===== src/rtl/xw_pkg.sv =====
package xw_pkg;

   // Walk sequencer states
   typedef enum logic [2:0] {
      WS_IDLE     = 3'd0,
      WS_DIR_REQ  = 3'd1,
      WS_DIR_WAIT = 3'd2,
      WS_TBL_REQ  = 3'd3,
      WS_TBL_WAIT = 3'd4
   } walk_state_t;

   // Table words are 4 bytes: the index is shifted by this amount
   localparam int WORD_SHIFT = 2;

   // Attribute bit that marks a table word present
   localparam int PRESENT_BIT = 0;

endpackage


===== src/rtl/xw_tlb.sv =====
module xw_tlb #(
   parameter int DEPTH  = 8,
   parameter int TAG_W  = 20,
   parameter int DATA_W = 20
) (
   input  logic              clk,
   input  logic              rst_n,
   input  logic              inval,
   input  logic [TAG_W-1:0]  lk_tag,
   output logic              lk_hit,
   output logic [DATA_W-1:0] lk_data,
   input  logic              fill_en,
   input  logic [TAG_W-1:0]  fill_tag,
   input  logic [DATA_W-1:0] fill_data
);

   localparam int PTR_W = (DEPTH > 1) ? $clog2(DEPTH) : 1;
   localparam logic [PTR_W-1:0] LAST = PTR_W'(DEPTH - 1);

   if (DEPTH < 1) begin : g_bad_depth
      $error("xw_tlb: DEPTH must be at least 1");
   end
   if (TAG_W < 1 || DATA_W < 1) begin : g_bad_width
      $error("xw_tlb: tag and data widths must be positive");
   end

   logic [DEPTH-1:0]  ent_hit;
   logic [DATA_W-1:0] ent_data [DEPTH];
   logic [PTR_W-1:0]  victim;
   logic              do_fill;

   assign do_fill = fill_en && !inval;

   for (genvar g = 0; g < DEPTH; g++) begin : g_ent
      logic              v_q;
      logic [TAG_W-1:0]  tag_q;
      logic [DATA_W-1:0] data_q;
      logic              sel;

      assign sel = do_fill && (victim == PTR_W'(g));

      always_ff @(posedge clk or negedge rst_n) begin
         if (!rst_n) begin
            v_q <= 1'b0;
         end else if (inval) begin
            v_q <= 1'b0;
         end else if (sel) begin
            v_q <= 1'b1;
         end
      end

      always_ff @(posedge clk) begin
         if (sel) begin
            tag_q  <= fill_tag;
            data_q <= fill_data;
         end
      end

      assign ent_hit[g]  = v_q && (tag_q == lk_tag);
      assign ent_data[g] = data_q;
   end

   always_comb begin
      lk_data = '0;
      for (int i = 0; i < DEPTH; i++) begin
         if (ent_hit[i]) lk_data = lk_data | ent_data[i];
      end
   end

   assign lk_hit = |ent_hit;

   // Round-robin victim pointer
   always_ff @(posedge clk or negedge rst_n) begin
      if (!rst_n) begin
         victim <= '0;
      end else if (do_fill) begin
         victim <= (victim == LAST) ? '0 : victim + 1'b1;
      end
   end

   AST_HIT_ONEHOT: assert property (@(posedge clk) disable iff (!rst_n)
      $onehot0(ent_hit));
   AST_INVAL_EMPTIES: assert property (@(posedge clk) disable iff (!rst_n)
      inval |=> !lk_hit);
   AST_VICTIM_RANGE: assert property (@(posedge clk) disable iff (!rst_n)
      victim <= LAST);

endmodule


===== src/rtl/xw_walk_fsm.sv =====
module xw_walk_fsm
   import xw_pkg::*;
#(
   parameter int IDX_W = 10,
   parameter int OFF_W = 12,
   parameter int VA_W  = 32
) (
   input  logic                  clk,
   input  logic                  rst_n,
   input  logic                  req_valid,
   output logic                  req_ready,
   input  logic [VA_W-1:0]       req_lin,
   input  logic                  pg_en,
   input  logic [VA_W-OFF_W-1:0] dir_pfn,
   input  logic                  inval,
   input  logic                  hit,
   input  logic [VA_W-OFF_W-1:0] hit_pfn,
   output logic                  resp_valid,
   output logic [VA_W-1:0]       resp_pa,
   output logic                  resp_fault,
   output logic                  mem_req_valid,
   input  logic                  mem_req_ready,
   output logic [VA_W-1:0]       mem_req_addr,
   input  logic                  mem_rsp_valid,
   output logic                  mem_rsp_ready,
   input  logic [VA_W-1:0]       mem_rsp_data,
   output logic                  fill_en,
   output logic [VA_W-OFF_W-1:0] fill_vpn,
   output logic [VA_W-OFF_W-1:0] fill_pfn
);

   localparam int PFN_W = VA_W - OFF_W;

   if (IDX_W + WORD_SHIFT != OFF_W) begin : g_bad_geom
      $error("xw_walk_fsm: one table of 4-byte words must fill one page");
   end

   walk_state_t     st;
   logic [VA_W-1:0] lin_q;
   logic [VA_W-1:0] addr_q;
   logic            stale_q;
   logic            accept;
   logic            present;
   logic            unused_attr;

   assign accept        = req_valid && req_ready;
   assign present       = mem_rsp_data[PRESENT_BIT];
   assign unused_attr   = ^mem_rsp_data[OFF_W-1:1];
   assign req_ready     = (st == WS_IDLE);
   assign mem_req_valid = (st == WS_DIR_REQ) || (st == WS_TBL_REQ);
   assign mem_rsp_ready = (st == WS_DIR_WAIT) || (st == WS_TBL_WAIT);
   assign mem_req_addr  = addr_q;

   assign fill_en  = (st == WS_TBL_WAIT) && mem_rsp_valid && present && !stale_q && !inval;
   assign fill_vpn = lin_q[VA_W-1:OFF_W];
   assign fill_pfn = mem_rsp_data[VA_W-1:OFF_W];

   always_ff @(posedge clk or negedge rst_n) begin
      if (!rst_n) begin
         st         <= WS_IDLE;
         lin_q      <= '0;
         addr_q     <= '0;
         stale_q    <= 1'b0;
         resp_valid <= 1'b0;
         resp_pa    <= '0;
         resp_fault <= 1'b0;
      end else begin
         resp_valid <= 1'b0;
         stale_q    <= stale_q | inval;
         case (st)
            WS_IDLE: begin
               if (accept) begin
                  if (!pg_en) begin
                     resp_valid <= 1'b1;
                     resp_pa    <= req_lin;
                     resp_fault <= 1'b0;
                  end else if (hit && !inval) begin
                     resp_valid <= 1'b1;
                     resp_pa    <= {hit_pfn, req_lin[OFF_W-1:0]};
                     resp_fault <= 1'b0;
                  end else begin
                     lin_q   <= req_lin;
                     addr_q  <= {dir_pfn, req_lin[VA_W-1 -: IDX_W], {WORD_SHIFT{1'b0}}};
                     stale_q <= inval;
                     st      <= WS_DIR_REQ;
                  end
               end
            end
            WS_DIR_REQ: begin
               if (mem_req_ready) st <= WS_DIR_WAIT;
            end
            WS_DIR_WAIT: begin
               if (mem_rsp_valid) begin
                  if (!present) begin
                     resp_valid <= 1'b1;
                     resp_pa    <= '0;
                     resp_fault <= 1'b1;
                     st         <= WS_IDLE;
                  end else begin
                     addr_q <= {mem_rsp_data[VA_W-1:OFF_W],
                                lin_q[VA_W-IDX_W-1 -: IDX_W], {WORD_SHIFT{1'b0}}};
                     st     <= WS_TBL_REQ;
                  end
               end
            end
            WS_TBL_REQ: begin
               if (mem_req_ready) st <= WS_TBL_WAIT;
            end
            WS_TBL_WAIT: begin
               if (mem_rsp_valid) begin
                  resp_valid <= 1'b1;
                  resp_fault <= !present;
                  resp_pa    <= present ? {mem_rsp_data[VA_W-1:OFF_W], lin_q[OFF_W-1:0]}
                                        : '0;
                  st         <= WS_IDLE;
               end
            end
            default: st <= WS_IDLE;
         endcase
      end
   end

   AST_PASS_THROUGH: assert property (@(posedge clk) disable iff (!rst_n)
      accept && !pg_en |=> resp_valid && !resp_fault && resp_pa == $past(req_lin));
   AST_HIT_NO_READ: assert property (@(posedge clk) disable iff (!rst_n)
      accept && pg_en && hit && !inval |=> resp_valid && !mem_req_valid);
   AST_REQ_HOLD: assert property (@(posedge clk) disable iff (!rst_n)
      mem_req_valid && !mem_req_ready |=> mem_req_valid && $stable(mem_req_addr));
   AST_ONE_OUTSTANDING: assert property (@(posedge clk) disable iff (!rst_n)
      mem_rsp_ready |-> !mem_req_valid && !req_ready);
   AST_FAULT_ZERO_PA: assert property (@(posedge clk) disable iff (!rst_n)
      resp_valid && resp_fault |-> resp_pa == '0);
   AST_NO_FILL_WHEN_STALE: assert property (@(posedge clk) disable iff (!rst_n)
      fill_en |-> !stale_q && !inval);

endmodule


===== src/rtl/xlat_walker.sv =====
module xlat_walker #(
   parameter int IDX_W     = 10,
   parameter int OFF_W     = 12,
   parameter int TLB_DEPTH = 8,
   localparam int VA_W     = 2 * IDX_W + OFF_W,
   localparam int PFN_W    = VA_W - OFF_W
) (
   input  logic             clk,
   input  logic             rst_n,
   input  logic             flush,
   input  logic             base_wr,
   input  logic [PFN_W-1:0] base_pfn,
   input  logic             pg_en,
   input  logic             req_valid,
   output logic             req_ready,
   input  logic [VA_W-1:0]  req_lin,
   output logic             resp_valid,
   output logic [VA_W-1:0]  resp_pa,
   output logic             resp_fault,
   output logic             mem_req_valid,
   input  logic             mem_req_ready,
   output logic [VA_W-1:0]  mem_req_addr,
   input  logic             mem_rsp_valid,
   output logic             mem_rsp_ready,
   input  logic [VA_W-1:0]  mem_rsp_data
);

   if (IDX_W < 1 || OFF_W < 3) begin : g_bad_fields
      $error("xlat_walker: index and offset fields too narrow");
   end
   if (TLB_DEPTH < 0) begin : g_bad_tlb
      $error("xlat_walker: TLB_DEPTH must not be negative");
   end

   logic [PFN_W-1:0] dir_pfn_q;
   logic             inval;
   logic             hit;
   logic [PFN_W-1:0] hit_pfn;
   logic             fill_en;
   logic [PFN_W-1:0] fill_vpn;
   logic [PFN_W-1:0] fill_pfn;

   assign inval = flush || base_wr;

   always_ff @(posedge clk or negedge rst_n) begin
      if (!rst_n)       dir_pfn_q <= '0;
      else if (base_wr) dir_pfn_q <= base_pfn;
   end

   if (TLB_DEPTH > 0) begin : g_tlb
      xw_tlb #(
         .DEPTH  (TLB_DEPTH),
         .TAG_W  (PFN_W),
         .DATA_W (PFN_W)
      ) i_tlb (
         .clk       (clk),
         .rst_n     (rst_n),
         .inval     (inval),
         .lk_tag    (req_lin[VA_W-1:OFF_W]),
         .lk_hit    (hit),
         .lk_data   (hit_pfn),
         .fill_en   (fill_en),
         .fill_tag  (fill_vpn),
         .fill_data (fill_pfn)
      );
   end else begin : g_no_tlb
      assign hit     = 1'b0;
      assign hit_pfn = '0;
   end

   xw_walk_fsm #(
      .IDX_W (IDX_W),
      .OFF_W (OFF_W),
      .VA_W  (VA_W)
   ) i_fsm (
      .clk           (clk),
      .rst_n         (rst_n),
      .req_valid     (req_valid),
      .req_ready     (req_ready),
      .req_lin       (req_lin),
      .pg_en         (pg_en),
      .dir_pfn       (dir_pfn_q),
      .inval         (inval),
      .hit           (hit),
      .hit_pfn       (hit_pfn),
      .resp_valid    (resp_valid),
      .resp_pa       (resp_pa),
      .resp_fault    (resp_fault),
      .mem_req_valid (mem_req_valid),
      .mem_req_ready (mem_req_ready),
      .mem_req_addr  (mem_req_addr),
      .mem_rsp_valid (mem_rsp_valid),
      .mem_rsp_ready (mem_rsp_ready),
      .mem_rsp_data  (mem_rsp_data),
      .fill_en       (fill_en),
      .fill_vpn      (fill_vpn),
      .fill_pfn      (fill_pfn)
   );

   AST_BASE_LOAD: assert property (@(posedge clk) disable iff (!rst_n)
      base_wr |=> dir_pfn_q == $past(base_pfn));

endmodule


===== config.mk =====
export PLATFORM = sky130hd
export DESIGN_NAME = xlat_walker
export DESIGN_NICKNAME = d
export VERILOG_FILES = /design/src/rtl/xw_pkg.sv /design/src/rtl/xw_tlb.sv /design/src/rtl/xw_walk_fsm.sv /design/src/rtl/xlat_walker.sv
export SDC_FILE = /design/constraint.sdc
export NUM_CORES = 1
export LEC_CHECK = 0
export BUFFER_PORTS_ARGS = -buffer_cell sky130_fd_sc_hd__buf_2
export CAP_MARGIN = 20
export CORE_MARGIN = 2
export CORE_UTILIZATION = 55
export DETAILED_ROUTE_END_ITERATION = 10
export PLACE_DENSITY = 0.74
export SYNTH_ARGS = -nofsm -noshare
export SYNTH_HDL_FRONTEND = slang
export SYNTH_SLANG_ARGS = --single-unit

===== constraint.sdc =====
create_clock -name clk -period 8.4 [get_ports clk]
set_input_delay 1.68 -clock clk [delete_from_list [all_inputs] [get_ports clk]]
set_output_delay 1.68 -clock clk [all_outputs]
set_load 0.03 [all_outputs]

Word-level counts from Yosys, hierarchy flattened
Index checks and enable logic that the tools add are counted.
Widths: inputs -> output; s select.
{"block": "totals", "regBits": 453, "input_bits": 92, "out_inout_bits": 69, "word_cells": 184}
{"block": "classes", "addsub": 1, "eq_ne": 29, "mux": 66, "bitwise_logic": 9, "n_reduce_logical": 46}
{"operator": "$mux 32", "n": 12}
{"operator": "$eq 20x20->1", "n": 8}
{"operator": "$mux 20", "n": 8}
{"operator": "$or 20x20->20", "n": 7}
{"operator": "$pmux 32 s3", "n": 1}
{"operator": "$pmux 32 s2", "n": 1}
{"operator": "$mux 1", "n": 32}
{"operator": "$mux 3", "n": 8}
{"operator": "$logic_and 1x1->1", "n": 23}
{"operator": "$ne 2x2->1 const B", "n": 9}
{"operator": "$reduce_bool 2->1", "n": 9}
{"operator": "$eq 3x3->1 const B", "n": 5}
{"operator": "$pmux 3 s5", "n": 1}
{"operator": "$eq 3x2->1 const B", "n": 4}
{"operator": "$reduce_and 6->1", "n": 2}
{"operator": "$reduce_or 8->1", "n": 1}
{"operator": "$reduce_and 7->1", "n": 1}
{"operator": "$eq 3x1->1 const B", "n": 2}
{"operator": "$logic_not 3->1", "n": 2}
{"operator": "$pmux 1 s3", "n": 2}
{"operator": "$reduce_and 4->1", "n": 1}
{"operator": "$add 3x1->3 const B", "n": 1}
{"operator": "$logic_not 1->1", "n": 3}
{"operator": "$logic_or 1x1->1", "n": 3}
{"operator": "5 further kinds", "n": 5}

Depth between registers and ports, before layout
Gate-level depths: netlist of run 1.
{"block": "depth", "depth_word": 21, "mapped_depth": 10, "mapped_depth_nobuf": 7}

By module
Synthesis of run 1 repeated with hierarchy kept, for this count alone.
{"block": "unflattened", "hier_cells": 1390, "hier_area_um2": 20229.4}
{"mod": "xw_tlb", "n_inst": 1, "cells_per_inst": 921, "area_per_inst_um2": 14238.7, "seq_area_each_um2": 9884.5}
{"mod": "xw_walk_fsm", "n_inst": 1, "cells_per_inst": 426, "area_per_inst_um2": 5165.0, "seq_area_each_um2": 2502.4}
{"mod": "xlat_walker", "n_inst": 1, "cells_per_inst": 43, "area_per_inst_um2": 825.8, "seq_area_each_um2": 500.5}

Least setup slack after synthesis of run 1
OpenSTA, ideal clock, no wires.
{"block": "synth_timing", "path_type": "input to register", "start": "in mem_rsp_data[0]", "end": "reg g_tlb.i_tlb.g_ent[5].data_q[0] (enable)", "setup_time_ps": 402, "t_arrival_ps": 3690, "required_time_ps": 7998, "slack_ps": 4308, "path_stages": 4, "n_path_buf": 1, "path_cell_list": "nor3b_1 > and4b_1 > clkbuf_1 > and3_1"}
{"block": "synth_between", "elab_chain_len": 5}
{"item": "start, declared", "line": "xlat_walker.sv:25", "text": "input logic [VA_W-1:0] mem_rsp_data"}
{"item": "$logic_and 1x1->1 (3 in series)", "line": "xw_walk_fsm.sv:54", "text": "assign fill_en = (st == WS_TBL_WAIT) && mem_rsp_valid && present && !stale_q && !inval;"}
{"item": "$logic_and 1x1->1", "line": "xw_tlb.sv:32", "text": "assign do_fill = fill_en && !inval;"}
{"item": "$logic_and 1x1->1", "line": "xw_tlb.sv:40", "text": "assign sel = do_fill && (victim == PTR_W'(g));"}
{"item": "named net g_tlb.i_tlb.g_ent[5].sel", "line": "xw_tlb.sv:38", "text": "logic sel;"}
{"item": "end signal, assigned", "line": "xw_tlb.sv:55", "text": "data_q <= fill_data;"}
{"item": "end, declared", "line": "xw_tlb.sv:37", "text": "logic [DATA_W-1:0] data_q;"}
The timed path passes the listed nets, and every way through them passes these cells.
A chain may end at the register's enable or synchronous reset.

Worst setup path in the final report of run 1
{"block": "layout_timing", "start": "in req_lin[18]", "end": "reg i_fsm.resp_pa[0]"}
{"block": "layout_between", "elab_chain_len": 6, "elab_cells_between_ends": 20, "cone_classes": "eq/ne: 9; reduce/logical: 11"}
{"item": "start, declared", "line": "xlat_walker.sv:16", "text": "input logic [VA_W-1:0] req_lin,"}
{"item": "$eq 20x20->1", "line": "xw_tlb.sv:59", "text": "assign ent_hit[g] = v_q && (tag_q == lk_tag);"}
{"item": "$logic_and 1x1->1", "line": "xw_tlb.sv:59"}
{"item": "$reduce_or 8->1 (*)", "line": "xw_tlb.sv:70", "text": "assign lk_hit = |ent_hit;"}
{"item": "$logic_and 1x1->1 (*)", "line": "xw_walk_fsm.sv:77", "text": "end else if (hit && !inval) begin"}
{"item": "$ne 3x3->1 (no source line) (*)"}
{"item": "$reduce_and 6->1 (no source line) (*)"}
{"item": "end signal, assigned", "line": "xw_walk_fsm.sv:75", "text": "resp_pa <= req_lin;"}
{"item": "end signal, assigned", "line": "xw_walk_fsm.sv:79", "text": "resp_pa <= {hit_pfn, req_lin[OFF_W-1:0]};"}
{"item": "end signal, assigned", "line": "xw_walk_fsm.sv:113", "text": "resp_pa <= present ? {mem_rsp_data[VA_W-1:OFF_W], lin_q[OFF_W-1:0]}"}
{"item": "end, declared", "line": "xw_walk_fsm.sv:19", "text": "output logic [VA_W-1:0] resp_pa,"}
Mark *: on every way between the ends. The rest lies on a longest branch, timed or not.

==> qor.txt, run 1 <==
Average vias per placed instance - 6.18
Area post-placement - 0.0202 mm^2
Share of synthesized area occupied by flip-flops and latches - 0.677
Share of post-route cells with drive strength above 1 - 0.246
Number of cells traversed by the worst register-to-register path - 8
Overall power after layout - 0.00656 W
DR vias - 11625
#FFs+latches synth - 451
Maximum net fanout on the critical path - 34
Number of synthesized flops with an enable pin - 320
Vias in the first global route - 11836
Setup TNS Final - 0 ns
Final clock skew - 0.0217 ns
Data required, critical path - 8.81 ns
Number of instances in the synthesized netlist - 1243
Signed area change from the synthesized netlist to the final layout - 15.0%
Final non-filler cell area - 0.0219 mm^2
Initial antenna violation count - 1
Startpoint of the most critical register-to-register path - g_tlb.i_tlb.g_ent[1].tag_q[6]$_DFFE_PP_
Final number of hold-violating endpoints - 0
Category of the worst setup path launch point - primary input
Beginning of the worst hold path - i_fsm.resp_pa[3]$_DFFE_PN0P_
Reported leakage power - 7.94 nW
Row count - 68
Share of the clock period used by the worst path - 0.554
Ports placed on the boundary - 161
First-pass GRT wire length - 72100 um
Mapped cell area - 0.0190 mm^2
Global-route usage over all layers - 0.271
Skew-Pair Late Insertion Delay - 0.55 ns
FMAX - 0.215 GHz
Number of detailed-route iterations in the first pass - 7
Most common cell after layout, fill and taps aside - sky130_fd_sc_hd__edfxtp_1
Leading register cell type out of synthesis - sky130_fd_sc_hd__edfxtp_1
Post-route ant nets - 0
Clock tree sinks - 451
Number of post-CTS setup repair buffers - 0
Ys async rst share - 0.290
Cell at the root of the clock tree - sky130_fd_sc_hd__clkbuf_16
Final RePlAce weighted congestion - 0.872
Post-synth cell types - 52
Number of warning messages in the yosys log - 0
Detail-routed net length per standard cell - 25.7 um
Final max-slew violation count - 0
Worst Hold Depth - 1
Number of H-tree branching levels - 2
Status - complete, no violations
Slew at the pin closest to its max-slew limit - 1.17 ns
Class of the most critical setup path - primary input to flop
Core Box Area - 0.0343 mm^2
Starting density of the core - 0.555
Nature of the critical path endpoint - flop
Tightest slew margin relative to the limit - 0.216
Maxcap violations - 0
Worst VDD drop - 220 uV
Minimum clock period - 4.65 ns
Post_cts resized - 0
Power per Cell Area - 300 mW/mm^2
Chip Width - 190 um
DP Wirelength - 29000 um
Net count reported at finish - 1489
Critical Path AT - 5.06 ns
Maximum buffer depth of the clock tree - 3
Die height - 190 um
Kind of path behind the tightest hold check - flop to flop
Unrepaired setup endpoints after global routing - no
DR iter-0 viols - 1558
Overall die area - 0.0361 mm^2
TritonCTS clock tree - done
Syn avg cell area - 15.3 um^2
Number of remaining DRC errors - 0
# hold bufs at CTS - 0
Clock slew at reported path FFs - 0.06 ns
Routed wire length - 48300 um
Startpoint of the worst setup timing path - req_lin[18]
Global route overflow - 0
Pin count of the biggest net entering global routing - 72
Final setup violation count - 0
Clock buffer count from CTS - 45
Number of buffer cells added on primary ports - 147
Most frequent cells in the layout - 320 x sky130_fd_sc_hd__edfxtp_1, 146 x sky130_fd_sc_hd__buf_2, 131 x sky130_fd_sc_hd__dfrtp_1
## synth_stat cells (3+ instances only)
library cell	count	area [um^2]
sky130_fd_sc_hd__and2_1	3	18.8
sky130_fd_sc_hd__nor2_1	49	184
sky130_fd_sc_hd__xnor2_1	91	797
sky130_fd_sc_hd__xor2_1	72	631
sky130_fd_sc_hd__inv_1	25	93.8
sky130_fd_sc_hd__mux2_4	29	435
sky130_fd_sc_hd__dfrtp_1	131	3280
sky130_fd_sc_hd__ha_1	6	75.1
sky130_fd_sc_hd__buf_4	3	22.5
sky130_fd_sc_hd__nand3_1	10	50.1
sky130_fd_sc_hd__and4_1	4	35.0
sky130_fd_sc_hd__clkbuf_1	38	143
sky130_fd_sc_hd__nor4b_1	8	70.1
sky130_fd_sc_hd__a41oi_1	20	175
sky130_fd_sc_hd__o21ai_0	26	130
sky130_fd_sc_hd__buf_6	9	101
sky130_fd_sc_hd__mux2_2	58	653
sky130_fd_sc_hd__nand4_1	32	200
sky130_fd_sc_hd__nand2_1	32	120
sky130_fd_sc_hd__or4_1	3	22.5
sky130_fd_sc_hd__a21o_1	3	22.5
sky130_fd_sc_hd__o21a_1	9	67.6
sky130_fd_sc_hd__nand2b_1	23	144
sky130_fd_sc_hd__nor2b_1	3	18.8
sky130_fd_sc_hd__edfxtp_1	320	9610
sky130_fd_sc_hd__a211oi_1	20	150
sky130_fd_sc_hd__mux2_1	38	428
sky130_fd_sc_hd__nor3_1	9	45.0
sky130_fd_sc_hd__o31ai_1	20	150
sky130_fd_sc_hd__a22o_1	52	455
sky130_fd_sc_hd__and3_1	9	56.3
sky130_fd_sc_hd__nor4_1	24	150
sky130_fd_sc_hd__buf_2	20	100
sky130_fd_sc_hd__a222oi_1	20	200
## per-layer routing
layer / global-route usage / share of wire / wire [um]
met1: 0.375 / 0.40 / 19400
met3: 0.0607 / 0.097 / 4680
met4: 0.0784 / 0.026 / 1280
met5: 0 / 0.00027 / 13
met2: 0.434 / 0.48 / 22900
## final timing paths
kind	slack, ns	to
setup / recovery	3.75	i_fsm.resp_pa[0]$_DFFE_PN0P_
hold / removal	0.49	i_fsm.resp_pa[3]$_DFFE_PN0P_
min in group asynchronous	1.15	i_fsm.lin_q[23]$_DFFE_PN0P_
max in group asynchronous	5.82	i_fsm.mem_req_addr[16]$_DFFE_PN0P_
setup reg to reg	4.83	i_fsm.resp_pa[0]$_DFFE_PN0P_
hold reg to reg	0.49	i_fsm.resp_pa[3]$_DFFE_PN0P_
## critical path: stages
cell,delay (ns)
sky130_fd_sc_hd__buf_2,0.39
sky130_fd_sc_hd__xor2_1,0.12
sky130_fd_sc_hd__or4_1,0.54
sky130_fd_sc_hd__nor4_1,0.35
sky130_fd_sc_hd__a22oi_1,0.22
sky130_fd_sc_hd__nand4_1,0.15
sky130_fd_sc_hd__buf_4,0.37
sky130_fd_sc_hd__a21o_2,0.78
sky130_fd_sc_hd__mux2_2,0.42
## flip-flops by register name, indices dropped and copies added, names as in the netlist, 3 cells and up
name                      count
i_fsm.mem_req_addr           30
g_tlb.i_tlb.g_ent.data_q    160
i_fsm.st                      3
i_fsm.resp_pa                32
g_tlb.i_tlb.g_ent.tag_q     160
dir_pfn_q                    20
g_tlb.i_tlb.g_ent.v_q         8
i_fsm.lin_q                  32
g_tlb.i_tlb.victim            3
## power breakdown
| group | total, W | switching [W] | internal (W) |
|---|---|---|---|
| registers | 0.00309 | 0.000331 | 0.00276 |
| clock network | 0.00213 | 0.000835 | 0.00130 |
| logic | 0.00134 | 0.000826 | 0.000513 |
| total | 0.00656 | 0.00199 | 0.00457 |
## area by class of cell
| cell class | instances | area, um^2 |
|---|---|---|
| flip-flops and latches | 451 | 12900 |
| repair buffers | 172 | 1020 |
| multi-input cells | 696 | 5730 |
| clock inverters | 27 | 369 |
| fillers | 2426 | 12400 |
| clock buffers | 55 | 1200 |
| diodes | 1 | 2.50 |
| inverters | 25 | 93.8 |
| well taps | 455 | 569 |
## metrics by stage
| stage | hold WS (ns) | utilization | std cells | setup slack (ns) |
|---|---|---|---|---|
| 6_report | 0.486 | 0.638 | 1882 | 3.75 |
| 5_1_grt | 0.502 | 0.638 | 1881 | 3.61 |
| 4_1_cts | 0.490 | 0.635 | 1877 | 3.77 |
| 3_5_place_dp | 0.473 | 0.589 | 1795 | 3.23 |
| 3_3_place_gp | 0.465 | 0.588 | 1794 | 3.25 |
| 2_1_floorplan | 0.456 | - | 1244 | 4.31 |
## logic make-up after synthesis
| logic type | count (synthesis) | synth area share |
|---|---|---|
| flip-flops | 451 | 0.677 |
| AND/OR/NAND/NOR | 222 | 0.0644 |
| AO/OA/AOI/OAI | 178 | 0.0748 |
| XOR/XNOR | 163 | 0.0750 |
| multiplexers | 125 | 0.0797 |
| buffers and inverters | 97 | 0.0246 |
| adder cells (fa/ha/maj) | 6 | 0.00395 |
| other | 1 | 0.000197 |
Note: power is estimated with default switching activity, not from simulation.
==> run 2, diff against run 1 <==
- clock period: 8.4 -> 4.4 ns (I/O delays scaled with it)
==> qor.txt, run 2 (same netlist as run 1, synthesis figures left out) <==
Status - complete, no violations
Final number of hold-violating endpoints - 0 (unchanged)
Number of detailed-route iterations in the first pass - 6 (-1)
Vias in the first global route - 11896 (+0.51%)
Storage cell area - 0.0129 mm^2 (unchanged)
Share of post-route cells with drive strength above 1 - 0.252 (+0.00577)
Final max-slew violation count - 0 (unchanged)
Unrepaired setup endpoints after global routing - no
Ports placed on the boundary - 161 (unchanged)
DR iter-0 viols - 1438 (-7.7%)
Category of the worst setup path launch point - flop
Maxcap violations - 0 (unchanged)
Largest delay contributor family on the critical path - buffers and inverters
Non-filler instance count after layout - 1897 (+0.80%)
Average vias per placed instance - 6.25 (+1.1%)
Clock slew at reported path FFs - 0.06 ns (about the same)
Net count reported at finish - 1501 (+0.81%)
Post-route ant nets - 0 (unchanged)
Power per Cell Area - 568 mW/mm^2 (+90%)
Initial antenna violation count - 3 (+2)
TritonCTS clock tree - done
Core Box Area - 0.0343 mm^2 (unchanged)
Overall die area - 0.0361 mm^2 (unchanged)
Most frequent cells in the layout - 320 x sky130_fd_sc_hd__edfxtp_1, 146 x sky130_fd_sc_hd__buf_2, 131 x sky130_fd_sc_hd__dfrtp_1
Buffers plus inverters on the worst setup path - 2 (unchanged)
Number of H-tree branching levels - 2 (unchanged)
Setup TNS Final - 0 ns (unchanged)
Detail-routed net length per standard cell - 25.9 um (+1.0%)
Skew-Pair Late Insertion Delay - 0.56 ns (about the same)
Multi-input combinational cell area - 0.00572 mm^2 (about the same)
Largest regs - g_tlb.i_tlb.g_ent.data_q x160, g_tlb.i_tlb.g_ent.tag_q x160
Critical Path AT - 2.60 ns (-2.46 ns)
Routed wire length - 49200 um (+1.8%)
Starting density of the core - 0.555 (unchanged)
Critical-path top delay cell - sky130_fd_sc_hd__inv_1
Chip Width - 190 um (unchanged)
Worst VDD drop - 448 uV (+100%)
Cell at the root of the clock tree - sky130_fd_sc_hd__clkbuf_16
Critical path capture point - mem_rsp_ready
Largest stage delay on the critical path - 0.65 ns (-0.13 ns)
Post_cts resized - 0 (unchanged)
Global route overflow - 0 (unchanged)
Clock tree sinks - 451 (unchanged)
# hold bufs at CTS - 0 (unchanged)
Slew at the pin closest to its max-slew limit - 0.964 ns (-0.209 ns)
Tightest slew margin relative to the limit - 0.357 (+0.141)
Maximum net fanout on the critical path - 21 (-38%)
Die height - 190 um (unchanged)
R2R Setup Slk - 1.45 ns (-3.38 ns)
Nature of the critical path endpoint - output port
WP depth - 4 (-5)
Pin count of the biggest net entering global routing - 93 (+29%)
Data required, critical path - 3.52 ns (-5.29 ns)
Final clock skew - 0.0238 ns (+0.00210 ns)
Share of the clock period used by the worst path - 0.792
Filler Cell Count - 2414 (-0.49%)
Class of the most critical setup path - flop to output port
Most common cell after layout, fill and taps aside - sky130_fd_sc_hd__edfxtp_1
DP Wirelength - 29800 um (+2.5%)
Maximum buffer depth of the clock tree - 3 (unchanged)
Number of remaining DRC errors - 0 (unchanged)
Number of buffer cells added on primary ports - 147 (unchanged)
Final RePlAce weighted congestion - 0.870 (-0.24%)
Final setup violation count - 0 (unchanged)
Crit Reg-Reg Endpoint - i_fsm.mem_req_addr[31]$_DFFE_PN0P_
Signed area change from the synthesized netlist to the final layout - 14.9% (about the same)
DR vias - 11851 (+1.9%)
Minimum clock period - 3.48 ns
FMAX - 0.287 GHz
Global-route usage over all layers - 0.276 (+0.00482)
Row count - 68 (unchanged)
Startpoint of the worst setup timing path - i_fsm.st[2]$_DFFE_PN0P_
Placed cells - 1809 (+0.78%)
Reported leakage power - 7.95 nW (+0.18%)
Kind of path behind the tightest hold check - primary input to asynchronous set/reset pin
Clock buffer count from CTS - 46 (+2.2%)
Number of post-CTS setup repair buffers - 0 (unchanged)
First-pass GRT wire length - 73500 um (+1.9%)
Critical path, cell by cell - nand2b_1 -> a21o_1 -> inv_1 -> buf_2
Number of cells traversed by the worst register-to-register path - 8 (unchanged)
Startpoint of the most critical register-to-register path - g_tlb.i_tlb.g_ent[7].tag_q[11]$_DFFE_PP_
run 2: worst min-delay path by stage:
stage / cells past startpoint / slack [ns] / to / start
after floorplan: 1 / 0.46 / g_tlb.i_tlb.g_ent[4].v_q$_DFFE_PN0P_ / g_tlb.i_tlb.g_ent[4].v_q$_DFFE_PN0P_
after global placement: 1 / 0.47 / g_tlb.i_tlb.g_ent[6].v_q$_DFFE_PN0P_ / g_tlb.i_tlb.g_ent[6].v_q$_DFFE_PN0P_
after detailed placement: 1 / 0.47 / i_fsm.resp_pa[3]$_DFFE_PN0P_ / i_fsm.resp_pa[3]$_DFFE_PN0P_
after CTS: 1 / 0.49 / i_fsm.mem_req_addr[6]$_DFFE_PN0P_ / rst_n
after global routing: 1 / 0.51 / i_fsm.lin_q[6]$_DFFE_PN0P_ / i_fsm.lin_q[6]$_DFFE_PN0P_
final: 1 / 0.44 / i_fsm.mem_req_addr[2]$_DFFE_PN0P_ / rst_n
run 2: area by class of cell:
cell class	instances	area share
flip-flops and latches	451	0.589
clock inverters	23	0.00955
clock buffers	63	0.0613
diodes	1	0.000114
well taps	455	0.0260
inverters	25	0.00429
multi-input cells	696	0.262
repair buffers	183	0.0478
run 2: worst register-to-register path: stages, from the launching register on:
cell                        delay, ns
sky130_fd_sc_hd__edfxtp_1        0.39
sky130_fd_sc_hd__xor2_1          0.22
sky130_fd_sc_hd__nor4_1          0.08
sky130_fd_sc_hd__and4_1          0.23
sky130_fd_sc_hd__a2bb2oi_1       0.49
sky130_fd_sc_hd__a41oi_2         0.36
sky130_fd_sc_hd__o21ai_4         0.23
sky130_fd_sc_hd__buf_4           0.43
sky130_fd_sc_hd__mux2_2          0.43
run 2: per-stage QoR:
stage / hold WS, ns / power, W / utilization / cell area, um^2 / setup WS [ns]
after CTS: 0.486 / 0.0125 / 0.637 / 21800 / 0.906
after global routing: 0.508 / 0.0129 / 0.638 / 21900 / 0.744
after floorplan: 0.456 / 0.00746 / - / 19000 / 1.11
final: 0.441 / 0.0124 / 0.638 / 21900 / 0.915
after detailed placement: 0.471 / 0.00854 / 0.592 / 20300 / 0.519
after global placement: 0.465 / 0.00847 / 0.592 / 20300 / 0.581
run 2: where the power goes:
group,switching [W],internal [W],leakage [nW]
registers,0.000672,0.00526,4.44
logic,0.00157,0.000999,2.77
clock network,0.00161,0.00232,0.746
total,0.00385,0.00858,7.95
run 2: per-layer routing:
metal / part of all wire / routed length [um] / track usage / vias to the layer above
li1: - / - / - / 5049
met1: 0.40 / 19500 / 0.379 / 6027
met2: 0.48 / 23400 / 0.442 / 659
met3: 0.097 / 4780 / 0.0598 / 112
met4: 0.028 / 1390 / 0.0888 / 4
met5: 0.00057 / 28 / 0 / -
==> run 3, diff against run 2 <==
- ABC_AREA: unset -> 1
- clock period: 4.4 -> 3.5 ns (I/O delays scaled with it)
==> qor.txt, run 3 <==
Global-route usage over all layers - 0.308 (+0.0317)
Routed wire length - 57300 um (+17%)
Number of post-CTS setup repair buffers - 0 (unchanged)
Number of instances in the synthesized netlist - 2103 (+69%)
Library cell with the largest summed area after synthesis - sky130_fd_sc_hd__edfxtp_1
Power per Cell Area - 672 mW/mm^2 (+18%)
Cell types occupying the most area after synthesis - sky130_fd_sc_hd__edfxtp_1 48%, sky130_fd_sc_hd__dfrtp_1 16%, sky130_fd_sc_hd__nand2_1 13%, sky130_fd_sc_hd__nor2_1 3.9%, sky130_fd_sc_hd__nand4_1 3.7%
Largest regs - g_tlb.i_tlb.g_ent.data_q x160, g_tlb.i_tlb.g_ent.tag_q x160
Net count reported at finish - 2331 (+55%)
Synth top cells by count - 690 x sky130_fd_sc_hd__nand2_1, 320 x sky130_fd_sc_hd__edfxtp_1, 208 x sky130_fd_sc_hd__nor2_1
Syn avg cell area - 9.57 um^2 (-37%)
Die height - 195 um (+2.8%)
Number of H-tree branching levels - 2 (unchanged)
Mapped cell area - 0.0201 mm^2 (+5.8%)
Number of warning messages in the yosys log - 0 (unchanged)
Row count - 70 (+2.9%)
Vias in the first global route - 15379 (+29%)
Share of Yosys cell area claimed by the top area cell type - 0.477 (-0.0277)
Most common cell after layout, fill and taps aside - sky130_fd_sc_hd__nand2_1
Number of synthesized flops with an enable pin - 320 (unchanged)
Cell at the root of the clock tree - sky130_fd_sc_hd__clkbuf_16
Number of buffer cells added on primary ports - 147 (unchanged)
Clock tree sinks - 451 (unchanged)
Non-filler instance count after layout - 2741 (+44%)
Critical-path top delay cell - sky130_fd_sc_hd__buf_4
TritonCTS clock tree - done
DR vias - 15625 (+32%)
Class of the most critical setup path - flop to output port
Post-synth cell types - 32 (-38%)
Post_cts resized - 0 (unchanged)
Clock slew at reported path FFs - 0.06 ns (about the same)
Number of detailed-route iterations in the first pass - 6 (unchanged)
First-pass GRT wire length - 88300 um (+20%)
Pin count of the biggest net entering global routing - 92 (-1.1%)
Share of synthesized area occupied by flip-flops and latches - 0.640 (-0.0372)
Reported leakage power - 10.3 nW (+30%)
Nature of the critical path endpoint - output port
Leading register cell type out of synthesis - sky130_fd_sc_hd__edfxtp_1
Overall power after layout - 0.0155 W (+25%)
Kind of path behind the tightest hold check - primary input to asynchronous set/reset pin
Status - complete, no violations
Maximum net fanout on the critical path - 65 (+210%)
Clock buffer count from CTS - 46 (unchanged)
Number of cells traversed by the worst register-to-register path - 10 (+2)
Buffers plus inverters on the worst setup path - 2 (unchanged)
Data required, critical path - 2.80 ns (-0.72 ns)
Signed area change from the synthesized netlist to the final layout - 14.4%
DP Wirelength - 36200 um (+22%)
# hold bufs at CTS - 0 (unchanged)
Most repeated cell in the gate-level netlist after synthesis - sky130_fd_sc_hd__nand2_1
Critical Path AT - 2.11 ns (-0.49 ns)
Ports placed on the boundary - 161 (unchanged)
Final RePlAce weighted congestion - 0.911 (+4.7%)
Starting density of the core - 0.554 (-0.00105)
Share of the clock period used by the worst path - 0.803
Final setup violation count - 0 (unchanged)
Share of post-route cells with drive strength above 1 - 0.134 (-0.118)
Average vias per placed instance - 5.70 (-8.8%)
Worst VDD drop - 671 uV (+50%)
Placed cells - 2652 (+47%)
FMAX - 0.356 GHz
Maxcap violations - 0 (unchanged)
Critical path, cell by cell - nor2_1 -> nand2_2 -> buf_4 -> nand2_1 -> buf_2
Slew at the pin closest to its max-slew limit - 1.05 ns (+0.0879 ns)
Tightest slew margin relative to the limit - 0.298 (-0.0594)
WP depth - 5 (+1)
Initial antenna violation count - 2 (-1)
R2R Setup Slk - 0.74 ns (-0.71 ns)
Detail-routed net length per standard cell - 20.9 um (-19%)
Final clock skew - 0.0226 ns (-0.00119 ns)
Category of the worst setup path launch point - flop
Global route overflow - 0 (unchanged)
Minimum clock period - 2.81 ns
Overall die area - 0.0381 mm^2 (+5.7%)
Number of remaining DRC errors - 0 (unchanged)
Unrepaired setup endpoints after global routing - no
Setup TNS Final - 0 ns (unchanged)
Final max-slew violation count - 0 (unchanged)
Skew-Pair Late Insertion Delay - 0.59 ns (+0.03 ns)
Startpoint of the worst setup timing path - i_fsm.st[2]$_DFFE_PN0P_
Chip Width - 195 um (+2.8%)
Maximum buffer depth of the clock tree - 3 (unchanged)
Largest stage delay on the critical path - 0.53 ns (-0.12 ns)
DR iter-0 viols - 1861 (+29%)
Core Box Area - 0.0363 mm^2 (+6.0%)
Final number of hold-violating endpoints - 0 (unchanged)
Most frequent cells in the layout - 689 x sky130_fd_sc_hd__nand2_1, 320 x sky130_fd_sc_hd__edfxtp_1, 206 x sky130_fd_sc_hd__nor2_1
Ys async rst share - 0.290 (unchanged)
Largest delay contributor family on the critical path - buffers and inverters
Post-route ant nets - 0 (unchanged)
Startpoint of the most critical register-to-register path - i_fsm.st[1]$_DFFE_PN0P_
#FFs+latches synth - 451 (unchanged)
==> run 3: changes by cell type in the layout (fill, tap and decap cells not counted), sizes merged, moves of 48 or more <==
cell / change
nand2: +662
nand3: +48
a22o: -52
inv: +184
o21ai: +144
nand4: +88
xor2: -66
mux2: -125
xnor2: -72
nor2: +159
==> run 3: logic make-up after synthesis <==
| group | count (synthesis) | share of synthesized area |
|---|---|---|
| AOI/OAI and AO/OA | 204 | 0.0521 |
| xor gates and xnor gates | 25 | 0.0109 |
| adders and majority gates | 6 | 0.00373 |
| buffers and inverters | 319 | 0.0669 |
| DFF | 451 | 0.640 |
| other | 1 | 0.000186 |
| and+or+nand+nor | 1097 | 0.226 |
==> run 3: worst paths after layout <==
kind,to
setup / recovery,mem_rsp_ready
hold / removal,i_fsm.lin_q[24]$_DFFE_PN0P_
setup reg to reg,g_tlb.i_tlb.g_ent[1].tag_q[11]$_DFFE_PP_
hold reg to reg,i_fsm.resp_pa[3]$_DFFE_PN0P_
max in group asynchronous,i_fsm.mem_req_addr[18]$_DFFE_PN0P_
min in group clk,dir_pfn_q[4]$_DFFE_PN0P_
==> run 3: cell type report <==
type	count	area, um^2
diodes	2	5.00
clock buffers	74	1430
clock inverters	12	136
fillers	2858	13300
inverters	210	788
multi-input cells	1334	5980
flip-flops and latches	451	12900
well taps	468	586
repair buffers	190	1230
==> run 3: layer usage <==
metal | wire, um | share of wire | vias up | track usage
met2 | 26600 | 0.46 | 925 | 0.482
met4 | 2010 | 0.035 | 2 | 0.125
met3 | 6170 | 0.11 | 120 | 0.0706
li1 | - | - | 7173 | -
met1 | 22600 | 0.39 | 7405 | 0.419
met5 | 15 | 0.00026 | - | 0
==> run 3: power breakdown <==
| part | switching, W | internal (W) | leakage [nW] |
|---|---|---|---|
| combinational | 0.00238 | 0.000924 | 5.02 |
| clock | 0.00202 | 0.00302 | 0.773 |
| sequential | 0.000616 | 0.00654 | 4.55 |
| total | 0.00501 | 0.0105 | 10.3 |
==> run 3: through the flow <==
step           hold slack, ns  setup slack (ns)  cell area, um^2  utilization
3_5_place_dp            0.458             0.398            21500        0.590
4_1_cts                 0.269             0.733            23000        0.634
3_3_place_gp            0.451             0.413            21500        0.590
2_1_floorplan           0.404            -0.212            20200            -
5_1_grt                 0.325             0.490            23000        0.634
6_report                0.251             0.690            23000        0.634
